**config.mk**
```make
export PLATFORM = sky130hd
export DESIGN_NAME = itimer_top
export DESIGN_NICKNAME = d
export VERILOG_FILES = /design/src/rtl/itimer_pkg.sv /design/src/rtl/itimer_divider.sv /design/src/rtl/itimer_interval.sv /design/src/rtl/itimer_top.sv
export SDC_FILE = /design/constraint.sdc
export NUM_CORES = 1
export LEC_CHECK = 0
export ABC_AREA = 1
export CAP_MARGIN = 10
export CORE_ASPECT_RATIO = 0.75
export CORE_MARGIN = 2
export CORE_UTILIZATION = 60
export CTS_CLUSTER_SIZE = 12
export DETAILED_ROUTE_END_ITERATION = 10
export PLACE_DENSITY = 0.8
export SYNTH_ARGS = -nofsm -noshare
export SYNTH_HDL_FRONTEND = slang
export SYNTH_SLANG_ARGS = --single-unit
```
**constraint.sdc**
```tcl
create_clock -name clk -period 1.8 [get_ports clk]
set_input_delay 0.36 -clock clk [delete_from_list [all_inputs] [get_ports clk]]
set_output_delay 0.36 -clock clk [all_outputs]
set_load 0.01 [all_outputs]
```
**src/rtl/itimer_pkg.sv**
```systemverilog
package itimer_pkg;

    localparam int DATA_W = 8;
    localparam int PRE_W  = 16;
    localparam int DIV_W  = 8;
    localparam int IVL_W  = 7;
    localparam int ADDR_W = 3;
    localparam int NUM_CH = 2;

    typedef enum logic [ADDR_W-1:0] {
        ADR_PRE_LO   = 3'd0,
        ADR_PRE_HI   = 3'd1,
        ADR_BASE_DIV = 3'd2,
        ADR_FAST_IVL = 3'd3,
        ADR_SLOW_IVL = 3'd4
    } reg_addr_e;

    // Interval register write word: load-now control above the count.
    typedef struct packed {
        logic             now;
        logic [IVL_W-1:0] count;
    } ivl_word_t;

    function automatic logic [ADDR_W-1:0] ivl_addr(input int ch);
        return ADDR_W'(int'(ADR_FAST_IVL) + ch);
    endfunction

    function automatic logic [DATA_W-1:0] ivl_readback(input logic [IVL_W-1:0] c);
        return {{(DATA_W-IVL_W){1'b0}}, c};
    endfunction

endpackage

```
**src/rtl/itimer_divider.sv**
```systemverilog
module itimer_divider #(
    parameter int             W       = 16,
    parameter logic [W-1:0]   RST_VAL = '0
) (
    input  logic         clk,
    input  logic         rst,
    input  logic         en,
    input  logic [W-1:0] reload,
    output logic         tick
);

    logic [W-1:0] cnt_q;

    assign tick = en && (cnt_q == '0);

    always_ff @(posedge clk) begin
        if (rst) begin
            cnt_q <= RST_VAL;
        end else if (en) begin
            cnt_q <= tick ? reload : cnt_q - 1'b1;
        end
    end


    reload_on_tick_chk: assert property (@(posedge clk) disable iff (rst)
        tick |=> cnt_q == $past(reload));


    hold_when_idle_chk: assert property (@(posedge clk) disable iff (rst)
        !en |=> $stable(cnt_q));

endmodule

```
**src/rtl/itimer_interval.sv**
```systemverilog
module itimer_interval #(
    parameter int           W       = 7,
    parameter logic [W-1:0] RST_VAL = '1
) (
    input  logic         clk,
    input  logic         rst,
    input  logic         tick,
    input  logic         wr,
    input  logic         wr_now,
    input  logic [W-1:0] wr_val,
    input  logic         rd_clr,
    output logic [W-1:0] ivl,
    output logic         flag
);

    logic [W-1:0] cnt_q;
    logic [W-1:0] ivl_q;
    logic         flag_q;
    logic         expire;

    assign expire = tick && (cnt_q == '0);
    assign ivl    = ivl_q;
    assign flag   = flag_q;

    always_ff @(posedge clk) begin
        if (rst) begin
            cnt_q  <= RST_VAL;
            ivl_q  <= RST_VAL;
            flag_q <= 1'b0;
        end else begin
            if (wr) begin
                ivl_q <= wr_val;
            end
            if (wr && wr_now) begin
                cnt_q <= wr_val;
            end else if (tick) begin
                cnt_q <= expire ? ivl_q : cnt_q - 1'b1;
            end
            if (expire) begin
                flag_q <= 1'b1;
            end else if (rd_clr) begin
                flag_q <= 1'b0;
            end
        end
    end


    set_wins_chk: assert property (@(posedge clk) disable iff (rst)
        expire |=> flag);


    read_clear_chk: assert property (@(posedge clk) disable iff (rst)
        rd_clr && !expire |=> !flag);


    sticky_flag_chk: assert property (@(posedge clk) disable iff (rst)
        flag && !rd_clr |=> flag);


    immediate_load_chk: assert property (@(posedge clk) disable iff (rst)
        wr && wr_now |=> cnt_q == $past(wr_val));


    deferred_keep_chk: assert property (@(posedge clk) disable iff (rst)
        wr && !wr_now && tick && (cnt_q != '0) |=> cnt_q == $past(cnt_q) - 1'b1);


    reload_old_chk: assert property (@(posedge clk) disable iff (rst)
        expire && !(wr && wr_now) |=> cnt_q == $past(ivl_q));

endmodule

```
**src/rtl/itimer_top.sv**
```systemverilog
module itimer_top
    import itimer_pkg::*;
#(
    parameter logic [PRE_W-1:0] PRESCALE_RST = 16'd999,
    parameter logic [DIV_W-1:0] BASEDIV_RST  = 8'd99,
    parameter logic [IVL_W-1:0] IVL_RST      = 7'h7F
) (
    input  logic              clk,
    input  logic              rst,
    input  logic [ADDR_W-1:0] addr,
    input  logic              wr_en,
    input  logic              rd_en,
    input  logic [DATA_W-1:0] wdata,
    output logic [DATA_W-1:0] rdata,
    output logic              irq_ms,
    output logic              irq_sec
);

    logic [PRE_W-1:0]  pre_q;
    logic [DIV_W-1:0]  div_q;
    logic              ms_tick;
    logic              base_tick;
    logic [NUM_CH-1:0] ch_tick;
    logic [NUM_CH-1:0] ch_flag;
    logic [IVL_W-1:0]  ch_ivl [NUM_CH];
    ivl_word_t         wr_word;

    assign wr_word = ivl_word_t'(wdata);

    // Divider reload registers
    always_ff @(posedge clk) begin
        if (rst) begin
            pre_q <= PRESCALE_RST;
            div_q <= BASEDIV_RST;
        end else if (wr_en) begin
            case (addr)
                ADR_PRE_LO:   pre_q[DATA_W-1:0]     <= wdata;
                ADR_PRE_HI:   pre_q[PRE_W-1:DATA_W] <= wdata;
                ADR_BASE_DIV: div_q                 <= wdata;
                default: ;
            endcase
        end
    end

    itimer_divider #(.W(PRE_W), .RST_VAL(PRESCALE_RST)) u_ms_div (
        .clk    (clk),
        .rst    (rst),
        .en     (1'b1),
        .reload (pre_q),
        .tick   (ms_tick)
    );

    itimer_divider #(.W(DIV_W), .RST_VAL(BASEDIV_RST)) u_base_div (
        .clk    (clk),
        .rst    (rst),
        .en     (ms_tick),
        .reload (div_q),
        .tick   (base_tick)
    );

    assign ch_tick = {base_tick, ms_tick};

    for (genvar g = 0; g < NUM_CH; g++) begin : g_ch
        logic sel;
        assign sel = (addr == ivl_addr(g));

        itimer_interval #(.W(IVL_W), .RST_VAL(IVL_RST)) u_chan (
            .clk    (clk),
            .rst    (rst),
            .tick   (ch_tick[g]),
            .wr     (wr_en && sel),
            .wr_now (wr_word.now),
            .wr_val (wr_word.count),
            .rd_clr (rd_en && sel),
            .ivl    (ch_ivl[g]),
            .flag   (ch_flag[g])
        );
    end

    always_comb begin
        case (addr)
            ADR_PRE_LO:   rdata = pre_q[DATA_W-1:0];
            ADR_PRE_HI:   rdata = pre_q[PRE_W-1:DATA_W];
            ADR_BASE_DIV: rdata = div_q;
            ADR_FAST_IVL: rdata = ivl_readback(ch_ivl[0]);
            ADR_SLOW_IVL: rdata = ivl_readback(ch_ivl[1]);
            default:      rdata = '0;
        endcase
    end

    assign irq_ms  = ch_flag[0];
    assign irq_sec = ch_flag[1];


    ivl_msb_zero_chk: assert property (@(posedge clk) disable iff (rst)
        (addr == ADR_FAST_IVL || addr == ADR_SLOW_IVL) |-> !rdata[DATA_W-1]);


    base_nested_chk: assert property (@(posedge clk) disable iff (rst)
        base_tick |-> ms_tick);


    reset_value_chk: assert property (@(posedge clk) disable iff (rst)
        $fell(rst) |-> (pre_q == PRESCALE_RST) && (div_q == BASEDIV_RST) && !irq_ms && !irq_sec);

endmodule

```
Yosys cells after proc, flatten, opt, wreduce, memory -nomap -nowiden
Index checks and enable logic that the tools add are counted.

storage, ports and cells
  register bits after elaboration = 78

operators by class
  $add $sub $neg = 4
  equal/unequal tests = 4
  muxes and demuxes = 13
  reduce and logical (&&, ||, !) cells = 21

operators with widths
  kind                     number
  $mux W7                  6
  $pmux W8 S5              1
  $logic_not A16 Y1        1
  $mux W16                 1
  $sub A16 B1 Y16 const B  1
  $logic_not A7 Y1         2
  $sub A7 B1 Y7 const B    2
  $logic_and A1 B1 Y1      9
  $logic_not A8 Y1         1
  $mux W8                  1
  $reduce_bool A2 Y1       4
  $sub A8 B1 Y8 const B    1
  $eq A3 B2 Y1 const B     2
  $reduce_and A2 Y1        3
  $mux W1                  4
  $eq A3 B1 Y1 const B     1
  $eq A3 B3 Y1 const B     1
  $logic_not A3 Y1         1

Longest topological paths before layout
  depth in word-level cells = 6
  depth in mapped cells = 11

By module
A second synthesis with hierarchy kept.

unflattened totals
  cells, all modules = 758
  area, all modules = 4908.5 µm²

modules (own cells, without submodules)
  module                        instances  cells an instance  area each (µm²)  sequential area each (µm²)
  itimer_interval               2          114                808.3            300.3
  itimer_top                    1          225                1440.1           480.5
  itimer_divider at u_ms_div    1          211                1292.5           320.3
  itimer_divider at u_base_div  1          94                 559.3            160.2

Worst setup path before layout
Ideal clock, no wire load.

  path type = reg2reg
  start point = reg g_ch[0].u_chan.cnt_q[0]
  end point = reg g_ch[0].u_chan.cnt_q[5]
  setup time = 0.126 ns
  data arrival time = 1.319 ns
  data required time = 1.674 ns
  slack = 0.354 ns
  stages on the path, launching flop included = 10
  buffers on the path = 0
  path through = dfxtp_1 -> inv_1 -> ha_1 -> nand3_1 -> inv_1 -> nand2_2 -> inv_1 -> nand3_1 -> o211ai_1 -> nand3_1

between the ends
  word-level cells in the longest chain between the ends = 5
  elaborated cells between the ends (all ways) = 6
  classes of those cells = 1 x add/sub; 3 x mux; 2 x reduce/logical

RTL lines
  what                                                                   line                   text
  from (decl)                                                            itimer_interval.sv:16  logic [W-1:0] cnt_q;
  from (signal assigned)                                                 itimer_interval.sv:35  cnt_q <= wr_val;
  from (signal assigned)                                                 itimer_interval.sv:37  cnt_q <= expire ? ivl_q : cnt_q - 1'b1;
  parallel branches: the longest is 2 deep, another holds $sub A7 B1 Y7  n/a
  $mux W7 *                                                              itimer_interval.sv:37
  $mux W7 *                                                              itimer_interval.sv:36  end else if (tick) begin
  $mux W7 *                                                              itimer_interval.sv:34  if (wr && wr_now) begin

Every way passes the cells marked *. The select of a mux whose other input is x is not followed.
A chain may end at the register's enable or synchronous reset.

Worst setup path in the final report
  start point = in addr[1]
  end point = out rdata[6]

between the ends
  word-level cells in the longest chain between the ends = 2
  elaborated cells between the ends (all ways) = 6
  classes of those cells = 4 x eq/ne; 1 x mux; 1 x reduce/logical

RTL lines
  what                                  line              text
  from (decl)                           itimer_top.sv:10  input logic [ADDR_W-1:0] addr,
  $eq A3 B3 Y1 (tied with other cells)  itimer_top.sv:81  case (addr)
  $pmux W8 S5 *                         itimer_top.sv:81
  to (decl)                             itimer_top.sv:14  output logic [DATA_W-1:0] rdata,

Mark *: on every way between the ends. The rest lies on a longest branch, timed or not.

==> impl_metrics.ini <==
[global_routing]
grt_remaining_overflow = 0
grt_antenna_before_repair = 0
grt_max_degree = 66
grt.total_usage_pct = 33.5
grt_pass1_wl_mm = 20.5
grt_pass1_vias = 4169

[floorplanning]
die-area_mm2 = 0.00784
io_pins = 25
row_count = 26
die_w_um = 102
initial_core_util_pct = 62.4
fp.dieH_um = 77.2
core_area_mm2 = 0.00686

[drt]
routed_wirelength_mm = 12.6
drt_iter0_drc = 413
antenna_left = 0
dr.pass1.iters = 6
vias = 4389
avgViaCountPerCell = 5.68
drc = 0
wl_per_cell_um = 16.3

[min_path]
whs_endpoint = u_base_div.cnt_q[6]
hold_path_class = reg2reg
holdCritStartpoint = u_base_div.cnt_q[6]
holdPathStages = 2

[cts]
clock_path_buffers = 2
clk_pin_slew_worst_paths_ns = 0.09
numCtsBuffers = 9
cts_tree = yes
cts.sinks = 78
cts-root-buf = clkbuf_8
clock_latency_ns = 0.36
htree_levels = 3
cts_hold_buf = 0

[sta]
setup_tns_ns = 0
tightest_slew_ns = 0.449
fin_crit_ns = 1.74
finalClockSkew_ns = 0.0103
fin_crit_sh_pct = 96.7
fmax_mhz = 575
setup_ws_ns = 0.0594
final_hold_viol_count = 0
rsz0062_at_grt = yes
relSlewSlack_pct = 70.0
setup_violations = 0
worst_hold_slack_ns = 0.479
maxSlewViolCount = 0

[run_status]
outcome = finished clean

[placed_design]
dp_hpwl_mm = 9.09
placed_cells = 751
port_buffers = 24
place_ws_ns = -0.765
gp_congestion = 1.01
place_area_mm2 = 0.00488

[logic_synthesis]
synth_top_cell_area_share_pct = 36.5
synth_most_common_cell = nand2_1
synth_commonest_cells = nand2_1, inv_1, dfxtp_1
syn_nets = 625
yosys_register_bits = 78
syn-cell-area_mm2 = 0.00428
yosysUniqueCellTypes = 43
synth.top_cells.by_area = dfxtp_1, nand2_1, inv_1
yosys_warnings = 0
synth_ff_type = dfxtp_1
postSynthCellCount = 605
synth_edf_count = 0
synth_top_cell_by_area = dfxtp_1
async_flop_share_pct = 0
avgSynthCellArea_um2 = 7.08
ys_seq_area_share_pct = 36.5

[critical_path]
r2r-start = u_ms_div.cnt_q[1]
worstPathRequired_ns = 1.44
r2r_slack_ns = 0.10
crit_arrival_ns = 1.38
startpoint_type = input port
critPathMaxFanout = 5
r2r.worst_path.cells = 10
r2r-end = g_ch[1].u_chan.cnt_q[1]
crit_type = in2out
crit_path_end_kind = output port

[cells_and_area]
fill_cells = 535
design.final.nets = 690
drive_above_1_share_pct = 20.1
fin_area_mm2 = 0.00518
diodes = 0
area_growth_pct = 21.0
fin_cells = 773

[power_and_ir_drop]
power_density_mw_per_mm2 = 679
p_leak_nw = 2.54
ir_drop_mv = 0.425

[run]
max_cap_violations = 0
==> final cells by class <==
class / instances / area [um^2] / area share (%)
multi-input combinational: 423 / 2390 / 46.2
sequential: 78 / 1560 / 30.1
timing repair buffer: 69 / 559 / 10.8
inverter: 89 / 348 / 6.71
clock buffer: 9 / 124 / 2.39
tap: 98 / 123 / 2.37
clock inverter: 7 / 72.6 / 1.40
==> metal layers <==
layer  wire length, um  vias to the layer above  part of all wire, %  GRT usage (%)
met4               224                        0                  1.8           10.4
li1                  -                     2125                    -              -
met2              5520                      217                   44           50.4
met1              5770                     2017                   46           48.0
met5                 0                        -                    0              0
met3              1130                       30                  8.9           6.75
==> flip-flops by register name, summed over array words and instances, names as in the netlist <==
signal,flops
pre_q,16
u_base_div.cnt_q,8
div_q,8
g_ch.u_chan.flag,2
g_ch.u_chan.ivl,14
g_ch.u_chan.cnt_q,14
u_ms_div.cnt_q,16
==> logic make-up after synthesis <==
| family | after synthesis | share of synthesized area [%] |
|---|---|---|
| adder cells (fa/ha/maj) | 5 | 1.46 |
| flip-flops | 78 | 36.5 |
| XOR/XNOR | 17 | 3.48 |
| buffers and inverters | 104 | 9.93 |
| AND/OR/NAND/NOR | 273 | 30.3 |
| AO/OA/AOI/OAI | 128 | 18.3 |
==> timing repair <==
action	4_1_cts	5_1_grt
resized for setup	56	29
pin swaps	4	9
gates cloned	0	0
endpoints found under the setup margin	8	18
setup buffers	3	3
hold endpoints to repair	0	0
==> metrics by stage <==
step	power [W]	util [%]
finish	0.00352	75.5
global route	0.00361	75.5
CTS	0.00349	74.4
detailed placement	0.00219	71.1
global placement	0.00218	71.1
floorplan	0.00200	-
==> cell usage in the layout (no fill, tap or decap), types with 2 or more instances in the layout <==
cell	count
nand2_1	128
dfxtp_1	78
inv_1	77
nor2_1	46
nand3_1	46
buf_4	40
o21ai_0	35
o211ai_1	33
a21oi_1	28
xor2_1	16
clkdlybuf4s50_1	13
nor2_4	10
nor2_2	10
buf_2	10
clkbuf_8	9
nand2_4	8
inv_2	7
nand2_2	7
o21ai_1	6
o21ai_2	5
nand4_1	5
nor3_1	4
ha_1	4
inv_4	3
o22ai_1	3
clkinv_2	3
o2111ai_1	3
o21bai_1	3
buf_6	3
a21oi_2	2
o221ai_1	2
o31ai_1	2
nand3b_1	2
clkinvlp_4	2
inv_6	2
buf_12	2
==> worst max-delay path: stages <==
cell and delay (ns):
buf_2 0.12, inv_2 0.07, nor2_4 0.14, nand2_4 0.09
inv_4 0.08, nand2_1 0.08, o21ai_2 0.06, a21oi_1 0.05
o211ai_1 0.13, buf_2 0.18
==> how the worst max path moves through the flow <==
| stage | start | endpoint | slack (ns) |
|---|---|---|---|
| final | addr[1] | rdata[6] | 0.06 |
| after floorplan | addr[1] | rdata[0] | 0.35 |
| after global routing | u_ms_div.cnt_q[1] | g_ch[1].u_chan.cnt_q[1] | -0.02 |
| after global placement | addr[2] | rdata[3] | -0.69 |
| after detailed placement | addr[1] | rdata[3] | -0.76 |
| after CTS | addr[1] | rdata[3] | -0.005 |
==> power breakdown <==
group / internal (W) / switching, W / leakage [nW]
logic: 0.000151 / 0.000228 / 1.81
clock network: 0.000645 / 0.000694 / 0.0960
registers: 0.00177 / 0.0000346 / 0.634
(Power assumes the default switching activity.)
